$ cat src/rtl/frac_dsm.sv
module frac_dsm #(
  parameter int INT_W   = 9,
  parameter int FRAC_W  = 21,
  parameter int GAIN_W  = 3,
  parameter int INT_MAX = 255,
  parameter int INT_RST = 45,
  localparam int OUT_W  = INT_W + 2
) (
  input  logic              clk,
  input  logic              rst_n,
  input  logic              ce,
  input  logic [INT_W-1:0]  int_in,
  input  logic [FRAC_W-1:0] frac_in,
  input  logic [1:0]        order_sel,
  input  logic [GAIN_W-1:0] dith_gain,
  output logic [OUT_W-1:0]  div_out
);
  localparam int SW = FRAC_W + 3;
  localparam int LW = 23;

  logic [LW-1:0]     lfsr;
  logic [FRAC_W-1:0] a1, a2, a3;
  logic              c2d, c3d, c3dd;
  logic [1:0]        ord_q;

  logic [INT_W-1:0]  int_c;
  logic signed [SW-1:0] dmag, dith, s1;
  logic signed [2:0] c1;
  logic [FRAC_W-1:0] a1n, a2n, a3n;
  logic [FRAC_W:0]   s2, s3;
  logic              c2, c3, chg, off_mode;
  int                off;

  assign int_c = (int_in > INT_W'(INT_MAX)) ? INT_W'(INT_MAX) : int_in;

  always_comb begin
    dmag = '0;
    if (dith_gain != '0) dmag = SW'(1) << (dith_gain - 1'b1);
  end
  assign dith = lfsr[0] ? dmag : -dmag;

  assign s1  = $signed({3'b000, a1}) + $signed({3'b000, frac_in}) + dith;
  assign c1  = s1[SW-1:FRAC_W];
  assign a1n = s1[FRAC_W-1:0];
  assign s2  = {1'b0, a2} + {1'b0, a1n};
  assign c2  = s2[FRAC_W];
  assign a2n = s2[FRAC_W-1:0];
  assign s3  = {1'b0, a3} + {1'b0, a2n};
  assign c3  = s3[FRAC_W];
  assign a3n = s3[FRAC_W-1:0];

  always_comb begin
    off = int'(c1);
    if (order_sel[1]) off = off + int'(c2) - int'(c2d);
    if (order_sel == 2'd3) off = off + int'(c3) - 2 * int'(c3d) + int'(c3dd);
  end

  assign chg      = order_sel != ord_q;
  assign off_mode = chg || order_sel == 2'd0;

  always_ff @(posedge clk or negedge rst_n) begin
    if (!rst_n) begin
      lfsr    <= '1;
      a1      <= '0;
      a2      <= '0;
      a3      <= '0;
      c2d     <= 1'b0;
      c3d     <= 1'b0;
      c3dd    <= 1'b0;
      ord_q   <= 2'd3;
      div_out <= OUT_W'(INT_RST);
    end else if (ce) begin
      ord_q <= order_sel;
      lfsr  <= {lfsr[LW-2:0], lfsr[LW-1] ^ lfsr[17]};
      if (off_mode) begin
        a1      <= '0;
        a2      <= '0;
        a3      <= '0;
        c2d     <= 1'b0;
        c3d     <= 1'b0;
        c3dd    <= 1'b0;
        div_out <= {2'b00, int_c};
      end else begin
        a1      <= a1n;
        a2      <= order_sel[1] ? a2n : '0;
        c2d     <= order_sel[1] ? c2 : 1'b0;
        a3      <= (order_sel == 2'd3) ? a3n : '0;
        c3d     <= (order_sel == 2'd3) ? c3 : 1'b0;
        c3dd    <= (order_sel == 2'd3) ? c3d : 1'b0;
        div_out <= OUT_W'(int'(int_c) + off);
      end
    end
  end

  logic signed [OUT_W-1:0] out_s, int_s;
  assign out_s = $signed(div_out);
  assign int_s = $signed({2'b00, int_c});

  a_r2_off_integer: assert property (@(posedge clk) disable iff (!rst_n)
    (ce && order_sel == 2'd0) |=> (out_s == $past(int_s) && a1 == '0 && a2 == '0 && a3 == '0));

  a_r3_clamp_limit: assert property (@(posedge clk) disable iff (!rst_n)
    (ce && order_sel == 2'd0) |=> (out_s <= OUT_W'(INT_MAX)));

  a_r4_first_range: assert property (@(posedge clk) disable iff (!rst_n)
    (ce && order_sel == 2'd1 && !chg && dith_gain == '0)
      |=> (out_s - $past(int_s) >= 0 && out_s - $past(int_s) <= 1));

  a_r6_third_range: assert property (@(posedge clk) disable iff (!rst_n)
    (ce && order_sel != 2'd0 && dith_gain == '0)
      |=> (out_s - $past(int_s) >= -3 && out_s - $past(int_s) <= 4));

  a_r7_clear_state: assert property (@(posedge clk) disable iff (!rst_n)
    (ce && chg) |=> (a1 == '0 && a2 == '0 && a3 == '0 && !c2d && !c3d && !c3dd
                     && out_s == $past(int_s)));

  a_r8_hold: assert property (@(posedge clk) disable iff (!rst_n)
    !ce |=> ($stable(div_out) && $stable(a1) && $stable(a2) && $stable(a3) && $stable(lfsr)));

  a_r9_lfsr_live: assert property (@(posedge clk) disable iff (!rst_n)
    lfsr != '0);
endmodule

$ cat config.mk
export PLATFORM = sky130hd
export DESIGN_NAME = frac_dsm
export DESIGN_NICKNAME = d
export VERILOG_FILES = /design/src/rtl/frac_dsm.sv
export SDC_FILE = /design/constraint.sdc
export NUM_CORES = 1
export LEC_CHECK = 0
export BUFFER_PORTS_ARGS = -buffer_cell sky130_fd_sc_hd__buf_2
export CAP_MARGIN = 30
export CORE_MARGIN = 2
export CORE_UTILIZATION = 26
export CTS_BUF_LIST = sky130_fd_sc_hd__clkbuf_4
export CTS_CLUSTER_DIAMETER = 60
export DETAILED_ROUTE_END_ITERATION = 16
export GPL_TIMING_DRIVEN = 0
export PLACE_DENSITY = 0.39
export SLEW_MARGIN = 30
export SYNTH_ARGS = -nofsm -noshare
export SYNTH_HDL_FRONTEND = slang
export SYNTH_SLANG_ARGS = --single-unit
$ cat constraint.sdc
create_clock -name clk -period 27.7 [get_ports clk]
set_input_delay 1.385 -clock clk [delete_from_list [all_inputs] [get_ports clk]]
set_output_delay 1.385 -clock clk [all_outputs]
set_load 0.02 [all_outputs]
# After elaboration in Yosys (flattened, before gate mapping)
# Cells that the tools add are included.
# word_totals
out_inout_bits	11
in_bits	38
reg_bits	102
# classes
n_eq_ne	2
bitwise_logic	1
n_addsub	12
n_mux	17
shifts	1
magnitude_cmp	1
reduce_logical	3
# op_table
op	n
two-way mux 21 bit	5
adder 21 x 21 -> 22 bit	3
two-way mux 24 bit	2
two-way mux 11 bit	3
adder 23 x 24 -> 24 bit	1
negation 24 bit	1
<< shifter 1 x 3 -> 24 bit, first input constant	1
adder 11 x 2 -> 11 bit	2
adder 10 x 11 -> 11 bit	1
subtractor 11 x 3 -> 11 bit	1
greater-than comparator 9 x 8 -> 1 bit, second input constant	1
two-way mux 9 bit	1
two-way mux 1 bit	6
subtractor 4 x 2 -> 5 bit	1
adder 3 x 2 -> 4 bit	1
nonzero test 3 bit	1
subtractor 3 x 1 -> 3 bit, second input constant	1
equality test 2 bit, second input constant	1
zero test 2 bit	1
inequality test 2 bit	1
logical OR 1 bit	1
XOR 1 bit	1

# Depth between registers and ports, before layout
# Gate-level depths: netlist of the first run.
# logic_depth
word_depth	16
ltp_mapped	53

# Least setup slack after synthesis of the first run
# OpenSTA, ideal clock, no wires.
# synth_path
path_type	input -> register
startpoint	input frac_in[0]
endpoint	register div_out[10]
t_required_ns	27.579
path_slack_ns	16.911
n_path_buf	1
stages	50
t_arrival_ns	10.668
cell_sequence	ha_1 fa_1 a211oi_1 o21ai_1 and2_1 o21ai_0 nand2b_1 xor2_1 ha_1 a21o_1 o41a_1 a221oi_2 nor2_1 a21o_1 a21oi_1 xnor2_1 ha_1 clkbuf_1 (+14 left out) ha_1 nor2b_1 o21ai_0 nand2b_1 inv_1 fa_1 o21ai_0 o21a_1 ha_1 a21boi_0 o21a_1 o21ai_0 nand2b_1 a21o_1 a21oi_1 o311a_1 nor3_1 a22o_1
# synth_between
elab_chain_len	12
elab_cells_between_ends	13
cone_classes	add/sub (10); mux (3)
# synth_rtl
element	line	source
start: declaration	13	input logic [FRAC_W-1:0] frac_in,
adder 21 x 21 -> 22 bit *	42	assign s1 = $signed({3'b000, a1}) + $signed({3'b000, frac_in}) + dith;
adder 23 x 24 -> 24 bit *	42	
adder 21 x 21 -> 22 bit	45	assign s2 = {1'b0, a2} + {1'b0, a1n};
adder 3 x 2 -> 4 bit	54	if (order_sel[1]) off = off + int'(c2) - int'(c2d);
subtractor 4 x 2 -> 5 bit	54	
two-way mux 11 bit	54	
adder 11 x 2 -> 11 bit	55	if (order_sel == 2'd3) off = off + int'(c3) - 2 * int'(c3d) + int'(c3dd);
subtractor 11 x 3 -> 11 bit	55	
adder 11 x 2 -> 11 bit	55	
two-way mux 11 bit *	55	
adder 10 x 11 -> 11 bit *	90	div_out <= OUT_W'(int'(int_c) + off);
two-way mux 11 bit *	75	if (off_mode) begin
end signal: assignment	71	div_out <= OUT_W'(INT_RST);
end signal: assignment	82	div_out <= {2'b00, int_c};
end signal: assignment	90	
end: declaration	16	output logic [OUT_W-1:0] div_out
# Mark *: on every way between the ends. The rest lies on a longest branch, timed or not.
# A chain may end at the register's enable or synchronous reset.

# Worst setup path in the final report of the first run
# layout_path
startpoint	input dith_gain[2]
endpoint	register div_out[10]
# layout_between
elab_chain_len	16
elab_cells_between_ends	18
cone_classes	add/sub (11); shift (1); mux (5); reduce/logical (1)
# layout_rtl
element	line	source
start: declaration	15	input logic [GAIN_W-1:0] dith_gain,
subtractor 3 x 1 -> 3 bit	38	if (dith_gain != '0) dmag = SW'(1) << (dith_gain - 1'b1);
<< shifter 1 x 3 -> 24 bit	38	
two-way mux 24 bit *	38	
negation 24 bit	40	assign dith = lfsr[0] ? dmag : -dmag;
two-way mux 24 bit *	40	
adder 23 x 24 -> 24 bit *	42	
adder 21 x 21 -> 22 bit	45	
adder 3 x 2 -> 4 bit	54	
subtractor 4 x 2 -> 5 bit	54	
two-way mux 11 bit	54	
adder 11 x 2 -> 11 bit	55	
subtractor 11 x 3 -> 11 bit	55	
adder 11 x 2 -> 11 bit	55	
two-way mux 11 bit *	55	
adder 10 x 11 -> 11 bit *	90	
two-way mux 11 bit *	75	
# Marks and branches as above.

==> results of run 1 <==
==> stage by stage <==
step | utilization, % | hold WS, ns | instances | setup slack [ns] | instance area, µm²
2_1_floorplan | - | 0.446 | 1048 | 16.91 | 9280
3_5_place_dp | 28.6 | 0.471 | 1556 | 15.02 | 10100
6_report | 29.1 | 0.502 | 1574 | 15.54 | 10300
5_1_grt | 29.1 | 0.527 | 1574 | 14.55 | 10300
3_3_place_gp | 28.5 | 0.467 | 1555 | 14.94 | 10100
4_1_cts | 29.1 | 0.511 | 1572 | 15.57 | 10300
==> per-layer routing <==
| metal | GRT usage (%) | part of all wire [%] | up-vias |
|---|---|---|---|
| li1 | - | - | 3925 |
| met3 | 1.91 | 2.8 | 17 |
| met5 | 0 | 0 | - |
| met4 | 2.74 | 0.91 | 0 |
| met2 | 23.9 | 46 | 89 |
| met1 | 20.9 | 51 | 3585 |
==> kinds of logic after synthesis <==
kind of cell | count (synthesis)
DFF | 102
adders and majority gates | 116
AOI/OAI and AO/OA | 327
muxes | 38
xor gates and xnor gates | 79
buffers and inverters | 96
other | 2
and+or+nand+nor | 287
==> cells in the final DEF (no fill, tap or decap), types with 21 or more instances in the layout <==
master,n
ha_1,107
nor2_1,87
dfrtp_1,73
a21oi_1,72
o21ai_0,67
nand2_1,61
inv_1,57
xnor2_1,55
buf_2,49
nand3_1,37
a21o_1,32
dfstp_2,29
clkbuf_1,28
mux2_2,27
xor2_1,22
a22o_1,22
nor3_1,21
==> state kept, by name, summed over array words and instances, names as in the netlist <==
signal   count
lfsr        23
a1          21
a2          21
c3dd         1
a3          21
c3d          1
c2d          1
ord_q        2
div_out     11
==> critical path, delay by kind of cell <==
| family | cells | cell delay [ns] |
|---|---|---|
| fa+ha+maj | 8 | 2.58 |
| xor+xnor | 2 | 0.44 |
| buf+inv | 7 | 1.58 |
| compound gates | 22 | 5.04 |
| simple gates | 12 | 1.58 |
==> cell type report <==
cell class | count | area [µm²] | share of cell area (%)
Multi-Input combinational cell | 850 | 6330 | 61.5
Sequential cell | 102 | 2590 | 25.2
Clock inverter | 7 | 90.1 | 0.875
Tap cell | 461 | 577 | 5.60
Clock buffer | 9 | 67.6 | 0.657
Buffer | 35 | 139 | 1.35
Inverter | 61 | 229 | 2.22
Timing Repair Buffer | 47 | 268 | 2.60
Antenna cell | 2 | 5.00 | 0.0486
==> worst max path at each step <==
stage | start | to | slack, ns | depth (start not counted)
3_5_place_dp | dith_gain[2] | div_out[10] | 15.02 | 51
3_3_place_gp | dith_gain[2] | div_out[10] | 14.94 | 51
6_report | dith_gain[2] | div_out[10] | 15.54 | 51
5_1_grt | dith_gain[2] | div_out[10] | 14.55 | 51
2_1_floorplan | frac_in[0] | div_out[10] | 16.91 | 50
4_1_cts | dith_gain[2] | div_out[10] | 15.57 | 51
==> run_results.csv, run 1 <==
group,metric,value,unit
run_status,outcome,"finished, final reports clean",
logic_synthesis,synth_top_family_by_area,"compound AO/OA/AOI/OAI gates",
grt,grt_max_degree,57,
clocking,cts_resized,0,
logic_synthesis,synthTopCellsByArea,"dfrtp_1 (20%), ha_1 (14%), dfstp_2 (8.2%), xnor2_1 (5.2%), a21oi_1 (3.9%)",
setup_path,reg2reg_from,"a1[0]",
hold_path,min_from,"a1[12]",
clocking,numCtsBuffers,9,
die,initial_utilization,26.2,%
routing,drtIter0Drc,336,
setup_path,crit_type,"primary input to flop",
routing,postRouteAntennaNets,0,
grt,antenna_found_initial,2,
logic_synthesis,ys_seq_area_share,27.9,%
clocking,ctsHoldBuffers,0,
logic_synthesis,synth_top_area_share,19.7,%
timing,timing.final.crit_share,43.9,%
setup_path,required,28.15,ns
timing,rsz0062_at_grt,"false",
placed_design,place_congestion,0.823,
routing,wl,26500,µm
finish,synthToLayoutAreaGrowth,10.9,%
timing,setup-tns-final,0,ns
clocking,clk_latency,0.52,ns
setup_path,r2r_slack,16.29,ns
setup_path,worstSetupStartpointType,"primary input",
logic_synthesis,synth_mux_area_share,4.46,%
timing,hold_viol,0,
clocking,cts_root_buf,"clkbuf_4",
logic_synthesis,synth_edf_count,0,
die,fp.dieArea,37200,µm²
logic_synthesis,synthDistinctLibCells,82,
logic_synthesis,yosysMostFrequentCell,"ha_1",
clocking,cts_sinks,102,
logic_synthesis,ys_top_cells_by_count,"ha_1 (107), nor2_1 (87), dfrtp_1 (73)",
logic_synthesis,yosysWarnings,0,
setup_path,worst-endpoint-arrival,12.61,ns
setup_path,path_max_fanout,10,
timing,fmax,0.0822,GHz
die,io_pins,49,
timing,setup_viol,0,
routing,drc_errors,0,
logic_synthesis,synth_xor_area_share,7.62,%
hold_path,min_path_type,"flop to flop",
setup_path,r2r_end,"div_out[10]",
logic_synthesis,yosysTopAreaCell,"dfrtp_1",
hold_path,holdPathEnd,"a1[12]",
logic_synthesis,netlist_area,9280,µm²
setup_path,cpMostUsedCell,"ha_1",
timing,period_needed,12.16,ns
setup_path,rr_worst_depth,50,
finish,fillers,3872,
die,die_x,193,µm
grt,grt_usage,14.7,%
hold_path,min_path_cells,2,
setup_path,cpMaxStageDelayCell,"a2111oi_0",
placed_design,place_hpwl,21100,µm
clocking,cts_tree,"done",
logic_synthesis,syn_inst,1047,
die,rows,69,
logic_synthesis,synthArstFlopShare,100,%
setup_path,cpPeakStageDelay,0.65,ns
clocking,cts_setup_buffers,0,
timing,relSlewSlack,42.2,%
setup_path,cp-end-kind,"flop",
timing,finClkSkew,0.0376,ns
timing,drv_slew,0,
finish,nNetsFinal,1260,
logic_synthesis,synthAdderAreaFrac,16.4,%
finish,drive_gt1_share,14.5,%
logic_synthesis,synth_seq_cells,102,
grt,gr-total-overflow,0,
logic_synthesis,syn_area_per_cell,8.86,µm²
routing,viasPerCell,4.84,
logic_synthesis,synthFlopType,"dfrtp_1",
grt,first_global_vias,7562,
run,maxCapViolCount,0,
logic_synthesis,synth-compound-area-share,24.6,%
clocking,htree_num_levels,3,
routing,detail_route.wl_per_cell,16.9,µm
timing,tightest_slew,0.867,ns
routing,vias,7616,
clocking,path_clk_slew,0.22,ns
routing,dr.pass1.iters,4,
grt,grt_first_pass_wirelength,42200,µm
die,core_region_area,35400,µm²
clocking,max-clock-path-buffers,2,
placed_design,port_buffers,46,
die,die_h,193,µm
logic_synthesis,synth-simple-area-share,15.0,%
Power of run 1 is left out: the tool's default activity adds up to more than one toggle a clock period on the data nets, which glitch-free logic cannot reach.
==> inputs of run 2 (changes only) <==
- clock period: 27.7 -> 12.06 ns (I/O delays scaled with it)
==> run 2 against run 1 <==
- via count about the same
- hold slack got worse by 0.0011 ns
- worst setup slack got worse by 15 ns
- final cell count about the same
- count of clock-buffer cells in the layout unchanged
- first-iteration DRC count decreased by 4.8%
- clock skew increased by 0.0025 ns
- wire length about the same
- sequential share of layout area decreased by 0.13 points
- critical path type unchanged
==> run_results.csv, run 2 (same netlist as run 1, synthesis figures left out) <==
group,metric,value,unit
clocking,cts_setup_buffers,0,
timing,setup_viol,0,
die,fp.dieArea,37200,µm²
finish,largest_register_ffs,23,
routing,dr.pass1.iters,4,
clocking,cts_tree,"done",
timing,period_needed,11.14,ns
setup_path,cpPeakStageDelay,0.53,ns
timing,finClkSkew,0.0401,ns
setup_path,path_max_fanout,10,
setup_path,worstSetupStartpointType,"primary input",
timing,drv_slew,0,
clocking,max-clock-path-buffers,2,
die,rows,69,
timing,relSlewSlack,42.7,%
timing,setup-tns-final,0,ns
grt,grt_usage,14.7,%
finish,synthToLayoutAreaGrowth,11.5,%
setup_path,required,12.50,ns
setup_path,cpMaxStageDelayCell,"clkbuf_1",
clocking,htree_num_levels,3,
die,core_region_area,35400,µm²
finish,seq_area,2590,µm²
grt,first_global_vias,7562,
routing,drc_errors,0,
placed_design,place_congestion,0.823,
clocking,cts_sinks,102,
setup_path,worst-endpoint-arrival,11.59,ns
finish,final_common_cell,"ha_1",
timing,fmax,0.0897,GHz
timing,timing.final.crit_share,92.4,%
finish,fillers,3867,
placed_design,port_buffers,46,
finish,most-common-layout-cells,"ha_1 (107), nor2_1 (87), dfrtp_1 (73)",
routing,drtIter0Drc,320,
die,die_h,193,µm
finish,regMostFlops,"lfsr",
grt,grt_max_degree,57,
finish,drive_gt1_share,14.7,%
finish,fin_util,29.2,%
grt,gr-total-overflow,0,
setup_path,cpMostUsedCell,"ha_1",
die,io_pins,49,
grt,grt_first_pass_wirelength,42200,µm
routing,viasPerCell,4.84,
routing,wl,26500,µm
setup_path,crit_type,"primary input to flop",
clocking,numCtsBuffers,9,
die,initial_utilization,26.2,%
clocking,clk_latency,0.52,ns
finish,multi_input_area,6370,µm²
timing,hold_viol,0,
run,maxCapViolCount,0,
finish,nNetsFinal,1261,
grt,antenna_found_initial,2,
setup_path,cp-end-kind,"flop",
clocking,path_clk_slew,0.22,ns
run_status,outcome,"finished, final reports clean",
timing,whs,0.501,ns
routing,postRouteAntennaNets,0,
hold_path,min_path_type,"flop to flop",
die,die_x,193,µm
clocking,cts_root_buf,"clkbuf_4",
timing,tightest_slew,0.860,ns
placed_design,place_hpwl,21100,µm
routing,vias,7620,
routing,detail_route.wl_per_cell,16.8,µm
timing,rsz0062_at_grt,"false",
[run 2: worst max-delay path: cells and delay by family]
kind | cells | cell delay, ns
AO/OA/AOI/OAI | 22 | 4.87
XOR/XNOR | 2 | 0.40
adder cells (fa/ha/maj) | 8 | 2.56
buffers and inverters | 7 | 1.63
AND/OR/NAND/NOR | 12 | 1.53
[run 2: final timing paths]
kind	startpoint	end	slack [ns]	depth (start not counted)
worst max-delay path	dith_gain[2]	div_out[10]	0.92	51
worst min-delay path	a1[12]	a1[12]	0.50	2
worst max register to register	a1[0]	div_out[10]	0.99	50
worst min register to register	a1[12]	a1[12]	0.50	2
max in group asynchronous	rst_n	lfsr[0]	10.84	3
min in group asynchronous	rst_n	a3[20]	0.56	2
[run 2: through the flow]
step,instances,setup slack (ns),instance area [µm²]
after floorplan,1048,2.05,9280
after global placement,1555,0.0867,10100
after detailed placement,1556,0.164,10100
after CTS,1573,0.627,10300
after global routing,1575,0.0301,10300
final,1575,0.916,10300
[run 2: routing by layer]
metal | track usage (%) | share of wire, %
met5 | 0 | 0
met4 | 2.74 | 0.91
met2 | 23.9 | 45
met1 | 20.9 | 51
met3 | 1.91 | 2.5
[run 2: what timing repair did]
action / 4_1_cts / 5_1_grt
resized for setup: 0 / 6
hold buffers: 1 / 0
hold endpoints to repair: 19 / 0
setup endpoints to repair: 0 / 1
[run 2: layout make-up]
class                           instances  area share (%)
Buffer                                 35            1.34
Clock inverter                          7           0.871
Tap cell                              461            5.58
Antenna cell                            2          0.0484
Multi-Input combinational cell        850            61.6
Inverter                               61            2.21
Clock buffer                            9           0.653
Timing Repair Buffer                   48            2.69
Sequential cell                       102            25.0
Power of run 2 is left out for the same reason.
